**src/rtl/cascPkg.sv**
```systemverilog
package cascPkg;
  localparam int NUM_RCV    = 3;
  localparam int NUM_STAGES = NUM_RCV + 1;

  typedef struct packed {
    logic [NUM_STAGES-1:0] stageRun;
    logic                  iterClear;
  } ctrlStrobes_t;
endpackage

```
**src/rtl/cascCountChain.sv**
```systemverilog
module cascCountChain
  import cascPkg::*;
#(
  parameter int unsigned STAGE_CNT [NUM_STAGES] = '{10, 10, 40, 8},
  parameter int unsigned SIDE_TAP  = 5,
  parameter int unsigned DLY_STAGE = 2,
  parameter int unsigned DLY_TAP   = 20
) (
  input  logic                  clk,
  input  logic                  rst,
  input  ctrlStrobes_t          strobes,
  output logic [NUM_STAGES-1:0] stageZero,
  output logic                  sideHit,
  output logic                  delayHit
);
  function automatic int unsigned peakCount();
    int unsigned m = 1;
    for (int k = 0; k < NUM_STAGES; k++) begin
      if (STAGE_CNT[k] > m) m = STAGE_CNT[k];
    end
    return m;
  endfunction

  localparam int CNT_W = $clog2(peakCount() + 1);
  localparam int LAST  = NUM_STAGES - 1;

  logic [NUM_STAGES-1:0][CNT_W-1:0] cntBus;

  for (genvar k = 0; k < NUM_STAGES; k++) begin : g_stage
    localparam logic [CNT_W-1:0] INIT = CNT_W'(STAGE_CNT[k]);
    logic [CNT_W-1:0] cnt;

    always_ff @(posedge clk) begin
      if (rst || strobes.iterClear) begin
        cnt <= INIT;
      end else if (strobes.stageRun[k]) begin
        cnt <= cnt - 1'b1;
      end
    end

    assign cntBus[k]    = cnt;
    assign stageZero[k] = (cnt == '0);

    // an expired stage stays at zero until the iteration clears
    p_hold_zero_r5: assert property (@(posedge clk) disable iff (rst)
      (stageZero[k] && !strobes.iterClear) |=> stageZero[k]);

    if (k > 0) begin : g_order
      // a stage that has left its initial value implies the stage ahead has expired
      p_chain_order_r2: assert property (@(posedge clk) disable iff (rst)
        (cnt != INIT) |-> stageZero[k-1]);
    end
  end

  assign sideHit  = (cntBus[LAST] == CNT_W'(SIDE_TAP));
  assign delayHit = (cntBus[DLY_STAGE] == CNT_W'(DLY_TAP));
endmodule

```
**src/rtl/cascSequencer.sv**
```systemverilog
module cascSequencer
  import cascPkg::*;
(
  input  logic                  clk,
  input  logic                  rst,
  input  logic [NUM_RCV-1:0]    rcvPulse,
  input  logic                  nodeDone,
  input  logic [NUM_STAGES-1:0] stageZero,
  input  logic                  sideHit,
  input  logic                  delayHit,
  output ctrlStrobes_t          strobes,
  output logic                  nodeStart,
  output logic                  delayRegEn,
  output logic                  sendSideEn,
  output logic                  sendMainEn
);
  localparam int LAST = NUM_STAGES - 1;

  logic [NUM_STAGES-1:0] validFlag;
  logic [NUM_STAGES-1:0] arrival;
  logic [NUM_STAGES-1:0] liveValid;
  logic [NUM_STAGES-1:0] chainGate;
  logic                  startSent;
  logic                  iterEnd;

  assign arrival   = {nodeDone & startSent, rcvPulse};
  assign liveValid = validFlag | arrival;
  assign chainGate = {stageZero[NUM_STAGES-2:0], 1'b1};
  assign iterEnd   = stageZero[LAST];

  always_comb begin
    strobes.iterClear = iterEnd;
    strobes.stageRun  = liveValid & chainGate & ~stageZero;
  end

  always_ff @(posedge clk) begin
    if (rst) begin
      validFlag <= '0;
    end else begin
      validFlag <= arrival | (validFlag & ~{NUM_STAGES{iterEnd}});
    end
  end

  assign nodeStart = stageZero[NUM_RCV-1] & ~startSent;

  always_ff @(posedge clk) begin
    if (rst || iterEnd) begin
      startSent <= 1'b0;
    end else if (nodeStart) begin
      startSent <= 1'b1;
    end
  end

  assign sendMainEn = iterEnd;
  assign sendSideEn = sideHit;
  assign delayRegEn = delayHit;

  // the main enable lasts a single cycle
  p_main_single_r5: assert property (@(posedge clk) disable iff (rst)
    sendMainEn |=> !sendMainEn);

  // end of iteration leaves no remembered arrival when none is pending
  p_clear_flags_r5: assert property (@(posedge clk) disable iff (rst)
    (sendMainEn && rcvPulse == '0 && !nodeDone) |=> (validFlag == '0 && !startSent));

  // the done stage is only armed after the start pulse went out
  p_done_gated_r8: assert property (@(posedge clk) disable iff (rst)
    validFlag[LAST] |-> startSent);

  // one start pulse per iteration
  p_start_single_r8: assert property (@(posedge clk) disable iff (rst)
    nodeStart |=> !nodeStart);

  // side enable always precedes the main enable
  p_side_before_main_r6: assert property (@(posedge clk) disable iff (rst)
    sendSideEn |=> !sendMainEn);
endmodule

```
**src/rtl/dfCascadeCtrl.sv**
```systemverilog
module dfCascadeCtrl
  import cascPkg::*;
#(
  parameter int unsigned STAGE_CNT [NUM_STAGES] = '{10, 10, 40, 8},
  parameter int unsigned SIDE_TAP  = 5,
  parameter int unsigned DLY_STAGE = 2,
  parameter int unsigned DLY_TAP   = 20
) (
  input  logic               clk,
  input  logic               rst,
  input  logic [NUM_RCV-1:0] rcvPulse,
  input  logic               nodeDone,
  output logic               nodeStart,
  output logic               delayRegEn,
  output logic               sendSideEn,
  output logic               sendMainEn
);
  ctrlStrobes_t          strobes;
  logic [NUM_STAGES-1:0] stageZero;
  logic                  sideHit;
  logic                  delayHit;

  cascSequencer u_seq (
    .clk        (clk),
    .rst        (rst),
    .rcvPulse   (rcvPulse),
    .nodeDone   (nodeDone),
    .stageZero  (stageZero),
    .sideHit    (sideHit),
    .delayHit   (delayHit),
    .strobes    (strobes),
    .nodeStart  (nodeStart),
    .delayRegEn (delayRegEn),
    .sendSideEn (sendSideEn),
    .sendMainEn (sendMainEn)
  );

  cascCountChain #(
    .STAGE_CNT (STAGE_CNT),
    .SIDE_TAP  (SIDE_TAP),
    .DLY_STAGE (DLY_STAGE),
    .DLY_TAP   (DLY_TAP)
  ) u_chain (
    .clk       (clk),
    .rst       (rst),
    .strobes   (strobes),
    .stageZero (stageZero),
    .sideHit   (sideHit),
    .delayHit  (delayHit)
  );
endmodule

```
**config.mk**
```make
export PLATFORM = sky130hd
export DESIGN_NAME = dfCascadeCtrl
export DESIGN_NICKNAME = d
export VERILOG_FILES = /design/src/rtl/cascPkg.sv /design/src/rtl/cascCountChain.sv /design/src/rtl/cascSequencer.sv /design/src/rtl/dfCascadeCtrl.sv
export SDC_FILE = /design/constraint.sdc
export NUM_CORES = 1
export LEC_CHECK = 0
export ABC_AREA = 1
export BUFFER_PORTS_ARGS = -buffer_cell sky130_fd_sc_hd__buf_2
export CAP_MARGIN = 10
export CORE_ASPECT_RATIO = 2
export CORE_UTILIZATION = 45
export DETAILED_ROUTE_END_ITERATION = 12
export SLEW_MARGIN = 25
export SYNTH_ARGS = -nofsm -noshare
export SYNTH_HDL_FRONTEND = slang
export SYNTH_SLANG_ARGS = --single-unit
```
**constraint.sdc**
```tcl
create_clock -name clk -period 1.5 [get_ports clk]
set_input_delay 0.3 -clock clk [delete_from_list [all_inputs] [get_ports clk]]
set_output_delay 0.3 -clock clk [all_outputs]
set_load 0.03 [all_outputs]
```
==> results of run 1 <==
## layout by cell type (no fill, tap or decap), types with 3 or more instances in the layout
master    count
nand2_1      67
inv_1        23
dfxtp_1      23
nor2_1       19
a21oi_1      18
buf_4        16
nand3_1      14
xor2_1        8
ha_1          8
inv_2         6
nor2_2        6
clkbuf_8      6
dfxtp_2       6
buf_2         5
nor2_4        4
nand4_1       4
nand3_2       3
o21ai_1       3
o22ai_1       3
## final cells by class
class,count,area (µm²),share of cell area (%)
tap,48,60.1,2.97
timing repair buffer,23,168,8.28
inverter,30,115,5.69
sequential,29,588,29.0
clock buffer,7,86.3,4.26
multi-input combinational,173,1010,49.8
## flip-flops by register name, summed over array words and instances, names as in the netlist
name,count
u_seq.startSent,1
u_chain.g_stage.cnt,24
u_seq.validFlag,4
## synth_stat cells (3+ instances only)
library cell,number
a21oi_1,18
dfxtp_1,29
ha_1,9
inv_1,26
inv_2,4
nand2_1,68
nand2_2,3
nand3_1,14
nand3_2,4
nand4_1,4
nor2_1,20
nor2_2,5
nor2_4,4
o21ai_1,3
o22ai_1,3
xor2_1,8
## power by group
part	internal [mW]	switching [mW]	leakage [nW]
clock network	0.363	0.281	0.0443
registers	0.803	0.0297	0.238
logic	0.0801	0.123	0.588
total	1.25	0.434	0.870
## repair_timing
item / 4_1_cts / 5_1_grt
setup buffers: 7 / 2
pin swaps: 5 / 1
endpoints found under the setup margin: 4 / 12
gates resized for setup: 18 / 5
cloned: 0 / 0
## layer usage
metal | routed length [µm] | part of all wire [%] | global-route usage (%)
met1 | 1340 | 39 | 19.3
met2 | 1930 | 57 | 37.0
met3 | 65 | 1.9 | 4.95
met4 | 75 | 2.2 | 11.0
met5 | 0 | 0 | 0
## worst max path at each step
stage / startpoint / depth (start not counted) / slack (ns) / endpoint
6_report: u_chain.g_stage[2].cnt[0] / 5 / -0.02 / delayRegEn
5_1_grt: u_chain.g_stage[2].cnt[0] / 5 / -0.07 / delayRegEn
4_1_cts: u_chain.g_stage[2].cnt[1] / 5 / -0.02 / delayRegEn
3_5_place_dp: u_chain.g_stage[2].cnt[0] / 5 / 0.07 / delayRegEn
3_3_place_gp: u_chain.g_stage[2].cnt[0] / 5 / 0.1 / delayRegEn
2_1_floorplan: u_chain.g_stage[2].cnt[0] / 4 / 0.04 / nodeStart
## metrics by stage
step	area, µm²	TNS, ns
CTS	1990	-0.0202
floorplan	1680	0
global placement	1810	0
finish	2020	-0.0204
detailed placement	1810	0
global route	2020	-0.214
## cells by family after synthesis
| kind of cell | count (synthesis) | synth area share [%] |
|---|---|---|
| adders and majority gates | 9 | 6.79 |
| AOI/OAI and AO/OA | 26 | 8.23 |
| xor gates and xnor gates | 10 | 5.28 |
| buffers and inverters | 32 | 7.55 |
| and+or+nand+nor | 128 | 37.1 |
| DFF | 29 | 35.0 |
## worst max-delay path, delay by kind of cell (launching register included)
kind	cells	cell delay, ns
DFF	1	0.32
buffers and inverters	2	0.26
and+or+nand+nor	2	0.18
adders and majority gates	1	0.17
==> metrics.txt, run 1 <==
# TYPE chip_impl_metric gauge
chip_impl_info{name="run_status",value="complete, but fails checks"} 1
chip_impl_info{name="violations",value="setup timing"} 1
chip_impl_metric{name="relSlewSlack",unit="%"} 84.9
chip_impl_metric{name="power.density",unit="nW/µm²"} 830
chip_impl_metric{name="post_place_cells",unit=""} 294
chip_impl_metric{name="maxClockFrequency",unit="GHz"} 0.658
chip_impl_metric{name="setup-violations-final",unit=""} 1
chip_impl_metric{name="grt_antenna_before_repair",unit=""} 0
chip_impl_metric{name="finalPower",unit="mW"} 1.68
chip_impl_metric{name="io_pins",unit=""} 10
chip_impl_info{name="grt_setup_unrepaired",value="yes"} 1
chip_impl_info{name="yosys_most_used_dff",value="dfxtp_1"} 1
chip_impl_info{name="slowest_cp_cell",value="dfxtp_2"} 1
chip_impl_metric{name="yosysWarnings",unit=""} 0
chip_impl_metric{name="detailedRoute.firstIterationViolations",unit=""} 18
chip_impl_metric{name="effective_utilization_at_floorplan",unit="%"} 48.0
chip_impl_info{name="tritoncts",value="done"} 1
chip_impl_metric{name="vias_per_cell",unit=""} 4.84
chip_impl_info{name="crit_path_start_kind",value="register"} 1
chip_impl_metric{name="synth-edff-count",unit=""} 0
chip_impl_info{name="critical_path.reg2reg.startpoint",value="u_chain.g_stage[2].cnt[0]"} 1
chip_impl_metric{name="syn-num-nets",unit=""} 249
chip_impl_metric{name="globalplace.congestion",unit=""} 0.777
chip_impl_metric{name="async_flop_share",unit="%"} 0
chip_impl_metric{name="layoutNonFillerInstCount",unit=""} 310
chip_impl_metric{name="min_path_cells",unit=""} 3
chip_impl_metric{name="timing.max_cap.violations",unit=""} 0
chip_impl_metric{name="power.static_leakage",unit="nW"} 0.870
chip_impl_metric{name="worst_setup_hold_path_clk_slew",unit="ns"} 0.06
chip_impl_info{name="synthDominantAreaCellType",value="dfxtp_1"} 1
chip_impl_metric{name="worst_path_largest_cell_delay",unit="ns"} 0.32
chip_impl_metric{name="vias_in_the_first_global_route",unit=""} 1404
chip_impl_metric{name="fin_ws",unit="ns"} -0.0204
chip_impl_metric{name="clock_skew_after_layout",unit="ns"} 0.00530
chip_impl_metric{name="num_vias",unit=""} 1499
chip_impl_metric{name="core",unit="µm²"} 3450
chip_impl_metric{name="tightest_slew",unit="ns"} 0.226
chip_impl_metric{name="cp_data_arrival_time",unit="ns"} 1.22
chip_impl_info{name="rr_endpoint",value="u_chain.g_stage[3].cnt[3]"} 1
chip_impl_metric{name="cts_num_sinks",unit=""} 29
chip_impl_metric{name="worst_skew_pair.late_latency",unit="ns"} 0.28
chip_impl_info{name="worst_setup_path_end_kind",value="output port"} 1
chip_impl_metric{name="die_width",unit="µm"} 44.9
chip_impl_metric{name="fin_worst_hold_slack",unit="ns"} 0.255
chip_impl_metric{name="max-clock-path-buffers",unit=""} 2
chip_impl_metric{name="synth_largest_type_area_fraction",unit="%"} 35.0
chip_impl_metric{name="design.final.nets",unit=""} 277
chip_impl_info{name="worst_min_delay_path_class",value="in2reg"} 1
chip_impl_metric{name="floorplan.rows",unit=""} 30
chip_impl_metric{name="detailedPlacementHpwl",unit="µm"} 2540
chip_impl_metric{name="grt.overflow.total",unit=""} 0
chip_impl_metric{name="first_pass_iters",unit=""} 4
chip_impl_metric{name="setup.reg_to_reg.worst_slack",unit="ns"} 0.17
chip_impl_metric{name="die-area",unit="µm²"} 3950
chip_impl_metric{name="routed_wirelength",unit="µm"} 3420
chip_impl_info{name="cts-root-buf",value="clkbuf_8"} 1
chip_impl_metric{name="final_core_util",unit="%"} 58.6
chip_impl_metric{name="crit_path_time_final",unit="ns"} 1.52
chip_impl_metric{name="post_synth_instance_area",unit="µm²"} 1660
chip_impl_info{name="ys_top_cells_by_area",value="dfxtp_1 (35%), nand2_1 (15%), ha_1 (6.8%)"} 1
chip_impl_metric{name="reg2regPathDepth",unit=""} 8
chip_impl_metric{name="layout-drive-gt1-share",unit="%"} 24.8
chip_impl_metric{name="postSynthAreaPerCell",unit="µm²"} 7.08
chip_impl_metric{name="max_slew_violation_total_from_the_final_report",unit=""} 0
chip_impl_metric{name="global_route.usage.total",unit="%"} 20.2
chip_impl_metric{name="fraction_of_the_yosys_area_taken_by_sequential_cells",unit="%"} 35.0
chip_impl_metric{name="cts_inserted_buffers",unit=""} 5
chip_impl_metric{name="die_y",unit="µm"} 87.8
chip_impl_metric{name="final.fill_count",unit=""} 355
chip_impl_metric{name="vdd_ir_drop_max",unit="µV"} 634
chip_impl_metric{name="synth_cells",unit=""} 234
chip_impl_info{name="criticalPathCategory",value="reg2out"} 1
chip_impl_metric{name="io_buffers",unit=""} 9
chip_impl_metric{name="timing.final.hold_violations",unit=""} 0
chip_impl_metric{name="ys_seq_elements",unit=""} 29
chip_impl_metric{name="drc_errors",unit=""} 0
chip_impl_metric{name="grt_start_max_net_pins",unit=""} 14
chip_impl_metric{name="route.antenna.remaining_nets",unit=""} 0
chip_impl_metric{name="antenna-diode-count",unit=""} 0
chip_impl_metric{name="wl_per_cell",unit="µm"} 11.0
chip_impl_metric{name="synth_unique_cells",unit=""} 27
chip_impl_info{name="crit_chain",value="inv_2, ha_4, nand2_4, nor4_4, buf_4"} 1
chip_impl_info{name="worstHoldStart",value="rcvPulse[2]"} 1
chip_impl_info{name="hold-path-endpoint",value="u_seq.validFlag[2]"} 1
chip_impl_metric{name="cp_max_fo",unit=""} 3
chip_impl_metric{name="cp.required",unit="ns"} 1.20
chip_impl_metric{name="grt_pass1_wl",unit="µm"} 5820
chip_impl_metric{name="synthToLayoutAreaGrowth",unit="%"} 22.1
chip_impl_metric{name="cts_htree_levels",unit=""} 2
chip_impl_metric{name="finalCritPeriodShare",unit="%"} 101
chip_impl_metric{name="post-place-ws",unit="ns"} 0.0738
chip_impl_metric{name="post_cts_hold_buffer_count",unit=""} 0
(Power assumes the default switching activity.)
==> run 2: changes to the inputs <==
--- a/config.mk
+++ b/config.mk
@@ -11,6 +11,8 @@
 export CORE_ASPECT_RATIO = 2
 export CORE_UTILIZATION = 45
 export DETAILED_ROUTE_END_ITERATION = 12
+export REMOVE_ABC_BUFFERS = 1
+export SKIP_CTS_REPAIR_TIMING = 1
 export SLEW_MARGIN = 25
 export SYNTH_ARGS = -nofsm -noshare
 export SYNTH_HDL_FRONTEND = slang
==> run 2 against run 1 <==
The flow still finishes with violations (setup timing). Clock skew grew 0.0017 ns. Combinational power is essentially flat. Largest power group unchanged. Flip-flop and latch count unchanged. Critical path depth grew 1. Worst setup slack got worse by 0.041 ns. Via count up 2.0%. Clock-buffer cell count is the same. Sequential share of layout area down 0.19 points. First-iteration DRC count rose by 56%. Register-to-register slack got worse by 0.07 ns. Non-clock buffer count decreased by 3. Global-route usage decreased by 0.27 points.
==> metrics.txt, run 2 (synthesis gave the netlist of run 1 again) <==
# TYPE chip_impl_metric gauge
chip_impl_info{name="run_status",value="complete, but fails checks"} 1
chip_impl_info{name="violations",value="setup timing"} 1
chip_impl_metric{name="clock_skew_after_layout",unit="ns"} 0.00701
chip_impl_metric{name="design.final.nets",unit=""} 274
chip_impl_metric{name="die-area",unit="µm²"} 3950
chip_impl_info{name="crit_path_start_kind",value="register"} 1
chip_impl_info{name="criticalPathCategory",value="reg2out"} 1
chip_impl_metric{name="fin_ws",unit="ns"} -0.0614
chip_impl_metric{name="post-place-ws",unit="ns"} 0.116
chip_impl_metric{name="fin_worst_hold_slack",unit="ns"} 0.269
chip_impl_metric{name="vias_in_the_first_global_route",unit=""} 1377
chip_impl_metric{name="cp_max_fo",unit=""} 3
chip_impl_metric{name="io_buffers",unit=""} 9
chip_impl_metric{name="relSlewSlack",unit="%"} 81.5
chip_impl_metric{name="detailedRoute.firstIterationViolations",unit=""} 28
chip_impl_metric{name="wl_per_cell",unit="µm"} 11.3
chip_impl_metric{name="final_core_util",unit="%"} 58.8
chip_impl_metric{name="detailedPlacementHpwl",unit="µm"} 2480
chip_impl_metric{name="intPower",unit="mW"} 1.25
chip_impl_metric{name="die_y",unit="µm"} 87.8
chip_impl_metric{name="power.density",unit="nW/µm²"} 828
chip_impl_metric{name="p_sw_share",unit="%"} 25.9
chip_impl_metric{name="cts_htree_levels",unit=""} 2
chip_impl_metric{name="globalplace.congestion",unit=""} 0.760
chip_impl_info{name="max_flop_register",value="u_chain.g_stage.cnt"} 1
chip_impl_metric{name="post_place_cells",unit=""} 296
chip_impl_metric{name="drc_errors",unit=""} 0
chip_impl_metric{name="grt_pass1_wl",unit="µm"} 5780
chip_impl_metric{name="die_width",unit="µm"} 44.9
chip_impl_metric{name="antenna-diode-count",unit=""} 0
chip_impl_metric{name="setup-violations-final",unit=""} 4
chip_impl_metric{name="max_slew_violation_total_from_the_final_report",unit=""} 0
chip_impl_metric{name="grt.overflow.total",unit=""} 0
chip_impl_info{name="crit_family",value="buffers and inverters"} 1
chip_impl_metric{name="crit_path_time_final",unit="ns"} 1.56
chip_impl_metric{name="global_route.usage.total",unit="%"} 19.9
chip_impl_info{name="most_common_library_cell_in_the_layout_ignoring_fill_and_taps",value="nand2_1"} 1
chip_impl_metric{name="worst_skew_pair.late_latency",unit="ns"} 0.28
chip_impl_metric{name="layout-drive-gt1-share",unit="%"} 24.7
chip_impl_metric{name="grt_start_max_net_pins",unit=""} 12
chip_impl_metric{name="layoutNonFillerInstCount",unit=""} 307
chip_impl_metric{name="routed_wirelength",unit="µm"} 3450
chip_impl_metric{name="vias_per_cell",unit=""} 4.98
chip_impl_info{name="grt_setup_unrepaired",value="yes"} 1
chip_impl_info{name="worst_min_delay_path_class",value="in2reg"} 1
chip_impl_metric{name="floorplan.rows",unit=""} 30
chip_impl_metric{name="worst_setup_hold_path_clk_slew",unit="ns"} 0.06
chip_impl_info{name="worst_setup_path_end_kind",value="output port"} 1
chip_impl_metric{name="synthToLayoutAreaGrowth",unit="%"} 22.4
chip_impl_metric{name="cts_num_sinks",unit=""} 29
chip_impl_info{name="final_cell_mix",value="nand2_1 (68), dfxtp_1 (25), inv_1 (22), nor2_1 (18), a21oi_1 (17)"} 1
chip_impl_metric{name="effective_utilization_at_floorplan",unit="%"} 48.0
chip_impl_metric{name="cp_data_arrival_time",unit="ns"} 1.26
chip_impl_metric{name="final.fill_count",unit=""} 372
chip_impl_metric{name="total_switching_power",unit="µW"} 435
chip_impl_metric{name="cts_inserted_buffers",unit=""} 5
chip_impl_metric{name="seq_power_share",unit="%"} 49.6
chip_impl_metric{name="grt_antenna_before_repair",unit=""} 0
chip_impl_metric{name="timing.final.hold_violations",unit=""} 0
chip_impl_metric{name="tightest_slew",unit="ns"} 0.277
chip_impl_metric{name="finalPower",unit="mW"} 1.68
chip_impl_info{name="top_regs",value="u_chain.g_stage.cnt: 24 flops, u_seq.validFlag: 4 flops, u_seq.startSent: 1 flops"} 1
chip_impl_metric{name="route.antenna.remaining_nets",unit=""} 0
chip_impl_metric{name="largest_register_ff_count",unit=""} 24
chip_impl_metric{name="timing.max_cap.violations",unit=""} 0
chip_impl_metric{name="first_pass_iters",unit=""} 4
chip_impl_metric{name="power.share.clock",unit="%"} 38.5
chip_impl_info{name="crit_chain",value="inv_2, ha_4, buf_4, nand3_4, nor2_4, buf_6"} 1
chip_impl_info{name="cts-root-buf",value="clkbuf_8"} 1
chip_impl_metric{name="path_buf_inv",unit=""} 3
chip_impl_metric{name="max-clock-path-buffers",unit=""} 2
chip_impl_metric{name="num_vias",unit=""} 1529
chip_impl_metric{name="vdd_ir_drop_max",unit="µV"} 774
chip_impl_metric{name="core",unit="µm²"} 3450
chip_impl_metric{name="finalCritPeriodShare",unit="%"} 104
chip_impl_metric{name="io_pins",unit=""} 10
chip_impl_metric{name="worst_path_largest_cell_delay",unit="ns"} 0.32
chip_impl_metric{name="maxClockFrequency",unit="GHz"} 0.640
chip_impl_metric{name="combPwrFrac",unit="%"} 11.9
chip_impl_info{name="slowest_cp_cell",value="dfxtp_2"} 1
chip_impl_metric{name="power.static_leakage",unit="nW"} 0.839
chip_impl_info{name="tritoncts",value="done"} 1
chip_impl_metric{name="cp.required",unit="ns"} 1.20
==> run 2: power groups by stage <==
stage	Clock [mW]	Combinational, mW	Sequential, mW
final	0.646	0.201	0.834
after global routing	0.691	0.236	0.839
after CTS	0.666	0.201	0.832
after detailed placement	0	0.201	0.848
after global placement	0	0.199	0.849
after floorplan	0	0.151	0.843
==> run 2: per-stage QoR <==
stage	cell area, µm²	TNS (ns)
6_report	2030	-0.175
2_1_floorplan	1650	-0.442
3_3_place_gp	1800	0
3_5_place_dp	1800	0
5_1_grt	2030	-0.410
4_1_cts	1890	-0.532
==> run 2: area by class of cell <==
type | instances | area, µm² | share of cell area [%]
multi-input cells | 173 | 1030 | 50.9
flip-flops and latches | 29 | 586 | 28.9
repair buffers | 20 | 149 | 7.34
inverters | 30 | 115 | 5.67
clock buffers | 7 | 86.3 | 4.25
well taps | 48 | 60.1 | 2.96
==> run 2: routing by layer <==
layer / vias to the layer above / wire [µm] / global-route usage [%]
li1: 794 / - / -
met3: 8 / 100 / 3.71
met4: 0 / 75 / 9.92
met5: - / 0 / 0
met2: 27 / 1890 / 35.3
met1: 700 / 1390 / 21.3
==> run 2: tightest hold or removal path: stages <==
cell and delay, ns:
buf_2 0.10, a21oi_1 0.04, nor2_1 0.07
==> run 2: path summary, 6_finish.rpt <==
check	cells after the start	end	slack (ns)	start
max	6	nodeStart	-0.06	u_chain.g_stage[2].cnt[0]
min	3	u_seq.validFlag[2]	0.27	rcvPulse[2]
max reg2reg	9	u_chain.g_stage[1].cnt[1]	0.10	u_chain.g_stage[3].cnt[1]
min reg2reg	2	u_chain.g_stage[1].cnt[0]	0.46	u_chain.g_stage[1].cnt[0]
==> run 3: changes to the inputs <==
--- a/config.mk
+++ b/config.mk
@@ -6,11 +6,12 @@
 export NUM_CORES = 1
 export LEC_CHECK = 0
 export ABC_AREA = 1
-export BUFFER_PORTS_ARGS = -buffer_cell sky130_fd_sc_hd__buf_2
 export CAP_MARGIN = 10
 export CORE_ASPECT_RATIO = 2
 export CORE_UTILIZATION = 45
+export CTS_BUF_LIST = sky130_fd_sc_hd__clkbuf_4
 export DETAILED_ROUTE_END_ITERATION = 12
+export DONT_BUFFER_PORTS = 1
 export REMOVE_ABC_BUFFERS = 1
 export SKIP_CTS_REPAIR_TIMING = 1
 export SLEW_MARGIN = 25
==> constraint.sdc (replaced) <==
create_clock -name clk -period 1.6 [get_ports clk]
set_input_delay 0.32 -clock clk [delete_from_list [all_inputs] [get_ports clk]]
set_output_delay 0.32 -clock clk [all_outputs]
set_load 0.03 [all_outputs]
==> run 3 against run 2 <==
The run still ends with setup timing left. Core utilization down 3.3 points. Final area down 5.5%. Clock-buffer cell count down 2. Final cell count down 3.6%. Via count down 7.1%. Die area unchanged. First-iteration DRC count down 68%. Global-route usage down 1.4 points.
==> metrics.txt, run 3 (synthesis gave the netlist of run 1 again) <==
# TYPE chip_impl_metric gauge
chip_impl_metric{name="design.final.nets",unit=""} 262
chip_impl_info{name="worst_min_delay_path_class",value="in2reg"} 1
chip_impl_metric{name="placed_cell_area",unit="µm²"} 1760
chip_impl_metric{name="finalPower",unit="mW"} 1.37
chip_impl_info{name="top_regs",value="u_chain.g_stage.cnt: 24 flops, u_seq.validFlag: 4 flops, u_seq.startSent: 1 flops"} 1
chip_impl_metric{name="cts_num_sinks",unit=""} 29
chip_impl_metric{name="antenna-diode-count",unit=""} 0
chip_impl_metric{name="die_y",unit="µm"} 87.8
chip_impl_info{name="hold-path-endpoint",value="u_seq.validFlag[2]"} 1
chip_impl_metric{name="setup.reg_to_reg.worst_slack",unit="ns"} 0.19
chip_impl_info{name="worst_setup_path_end_kind",value="output port"} 1
chip_impl_metric{name="timing.max_cap.violations",unit=""} 0
chip_impl_metric{name="register_area",unit="µm²"} 589
chip_impl_metric{name="floorplan.rows",unit=""} 30
chip_impl_info{name="max_flop_register",value="u_chain.g_stage.cnt"} 1
chip_impl_metric{name="largest_register_ff_count",unit=""} 24
chip_impl_metric{name="post-place-ws",unit="ns"} 0.169
chip_impl_metric{name="reg2regPathDepth",unit=""} 7
chip_impl_metric{name="grt_start_max_net_pins",unit=""} 13
chip_impl_metric{name="layout-drive-gt1-share",unit="%"} 21.0
chip_impl_metric{name="power.static_leakage",unit="nW"} 0.774
chip_impl_metric{name="cts_inserted_buffers",unit=""} 5
chip_impl_metric{name="global_route.usage.total",unit="%"} 18.5
chip_impl_metric{name="num_vias",unit=""} 1420
chip_impl_metric{name="die-area",unit="µm²"} 3950
chip_impl_info{name="most_common_library_cell_in_the_layout_ignoring_fill_and_taps",value="nand2_1"} 1
chip_impl_metric{name="cts_htree_levels",unit=""} 2
chip_impl_metric{name="die_width",unit="µm"} 44.9
chip_impl_metric{name="grt_antenna_before_repair",unit=""} 0
chip_impl_metric{name="routed_wirelength",unit="µm"} 3280
chip_impl_metric{name="max-clock-path-buffers",unit=""} 2
chip_impl_info{name="cts-root-buf",value="clkbuf_4"} 1
chip_impl_metric{name="min_path_cells",unit=""} 1
chip_impl_metric{name="maxClockFrequency",unit="GHz"} 0.610
chip_impl_metric{name="drc_errors",unit=""} 0
chip_impl_metric{name="grt.overflow.total",unit=""} 0
chip_impl_metric{name="fin_worst_hold_slack",unit="ns"} 0.0419
chip_impl_info{name="grt_setup_unrepaired",value="yes"} 1
chip_impl_metric{name="synthToLayoutAreaGrowth",unit="%"} 15.6
chip_impl_metric{name="route.antenna.remaining_nets",unit=""} 0
chip_impl_metric{name="max_slew_violation_total_from_the_final_report",unit=""} 0
chip_impl_metric{name="worst_setup_hold_path_clk_slew",unit="ns"} 0.10
chip_impl_info{name="final_cell_mix",value="nand2_1 (67), dfxtp_1 (24), inv_1 (23), nor2_1 (18), a21oi_1 (18)"} 1
chip_impl_metric{name="cp_data_arrival_time",unit="ns"} 1.32
chip_impl_info{name="criticalPathCategory",value="reg2out"} 1
chip_impl_metric{name="first_pass_iters",unit=""} 3
chip_impl_metric{name="fin_ws",unit="ns"} -0.0391
chip_impl_metric{name="final.fill_count",unit=""} 379
chip_impl_info{name="tritoncts",value="done"} 1
chip_impl_metric{name="power.density",unit="nW/µm²"} 714
chip_impl_metric{name="wl_per_cell",unit="µm"} 11.1
chip_impl_metric{name="effective_utilization_at_floorplan",unit="%"} 48.0
chip_impl_metric{name="detailedPlacementHpwl",unit="µm"} 2430
chip_impl_metric{name="worst_skew_pair.late_latency",unit="ns"} 0.33
chip_impl_metric{name="io_buffers",unit=""} 0
chip_impl_metric{name="tightest_slew",unit="ns"} 0.254
chip_impl_metric{name="vias_in_the_first_global_route",unit=""} 1247
chip_impl_metric{name="multi_input_comb_area",unit="µm²"} 1020
chip_impl_metric{name="cp_max_fo",unit=""} 3
chip_impl_metric{name="globalplace.congestion",unit=""} 0.790
chip_impl_metric{name="fin_area",unit="µm²"} 1920
chip_impl_metric{name="grt_pass1_wl",unit="µm"} 5350
chip_impl_metric{name="detailedRoute.firstIterationViolations",unit=""} 9
chip_impl_info{name="run_status",value="complete, but fails checks"} 1
chip_impl_metric{name="core",unit="µm²"} 3450
chip_impl_info{name="critical_path.reg2reg.startpoint",value="u_chain.g_stage[3].cnt[0]"} 1
chip_impl_info{name="worstHoldStart",value="rst"} 1
chip_impl_metric{name="vias_per_cell",unit=""} 4.80
chip_impl_info{name="crit_path_start_kind",value="register"} 1
chip_impl_info{name="violations",value="setup timing"} 1
chip_impl_metric{name="clock_skew_after_layout",unit="ns"} 0.0111
chip_impl_metric{name="relSlewSlack",unit="%"} 83.0
chip_impl_metric{name="setup-violations-final",unit=""} 2
chip_impl_metric{name="timing.final.hold_violations",unit=""} 0
chip_impl_metric{name="finalCritPeriodShare",unit="%"} 102
chip_impl_info{name="rr_endpoint",value="u_chain.g_stage[1].cnt[1]"} 1
chip_impl_metric{name="cp.required",unit="ns"} 1.28
chip_impl_metric{name="vdd_ir_drop_max",unit="µV"} 514
chip_impl_metric{name="crit_path_time_final",unit="ns"} 1.64
chip_impl_metric{name="io_pins",unit=""} 10
[run 3: worst max-delay path, cell delays in order, from the launching register on]
cell     delay (ns)
dfxtp_2        0.34
inv_2          0.08
ha_4           0.17
nand2_2        0.07
nor4_2         0.13
buf_4          0.20
[run 3: final cells by class]
| class | instances | area share (%) |
|---|---|---|
| multi-input cells | 173 | 53.1 |
| flip-flops and latches | 29 | 30.7 |
| inverters | 30 | 6.40 |
| repair buffers | 8 | 3.98 |
| well taps | 48 | 3.13 |
| clock buffers | 5 | 1.96 |
| clock inverters | 3 | 0.653 |
[run 3: stage by stage]
| step | TNS [ns] | cells | utilization (%) |
|---|---|---|---|
| finish | -0.0513 | 296 | 55.5 |
| global placement | 0 | 285 | 50.8 |
| global route | -0.237 | 296 | 55.5 |
| CTS | -0.520 | 293 | 52.3 |
| floorplan | -0.316 | 232 | - |
| detailed placement | 0 | 285 | 50.8 |
[run 3: how the worst max path moves through the flow]
stage                                         start                        end  slack [ns]  cells after the start
final                     u_chain.g_stage[2].cnt[0]                 delayRegEn       -0.04                      5
after global placement    u_chain.g_stage[2].cnt[0]                 delayRegEn        0.19                      5
after global routing      u_chain.g_stage[2].cnt[0]                 delayRegEn        -0.1                      5
after floorplan           u_chain.g_stage[2].cnt[0]                 delayRegEn       -0.32                      4
after CTS                 u_chain.g_stage[2].cnt[0]                 delayRegEn       -0.21                      5
after detailed placement  u_chain.g_stage[3].cnt[1]  u_chain.g_stage[1].cnt[1]        0.17                      7
[run 3: metal layers]
| layer | vias to the layer above | routed length (µm) | GRT usage [%] |
|---|---|---|---|
| li1 | 773 | - | - |
| met1 | 627 | 1320 | 19.1 |
| met2 | 13 | 1810 | 33.1 |
| met3 | 7 | 67 | 4.54 |
| met4 | 0 | 85 | 9.09 |
| met5 | - | 0 | 0 |
[run 3: report_power, final]
part / switching (mW) / total (mW) / internal, mW / leakage, nW
Combinational: 0.108 / 0.175 / 0.0669 / 0.506
Clock: 0.257 / 0.415 / 0.158 / 0.0300
Sequential: 0.0288 / 0.779 / 0.750 / 0.238
Total: 0.394 / 1.37 / 0.975 / 0.774
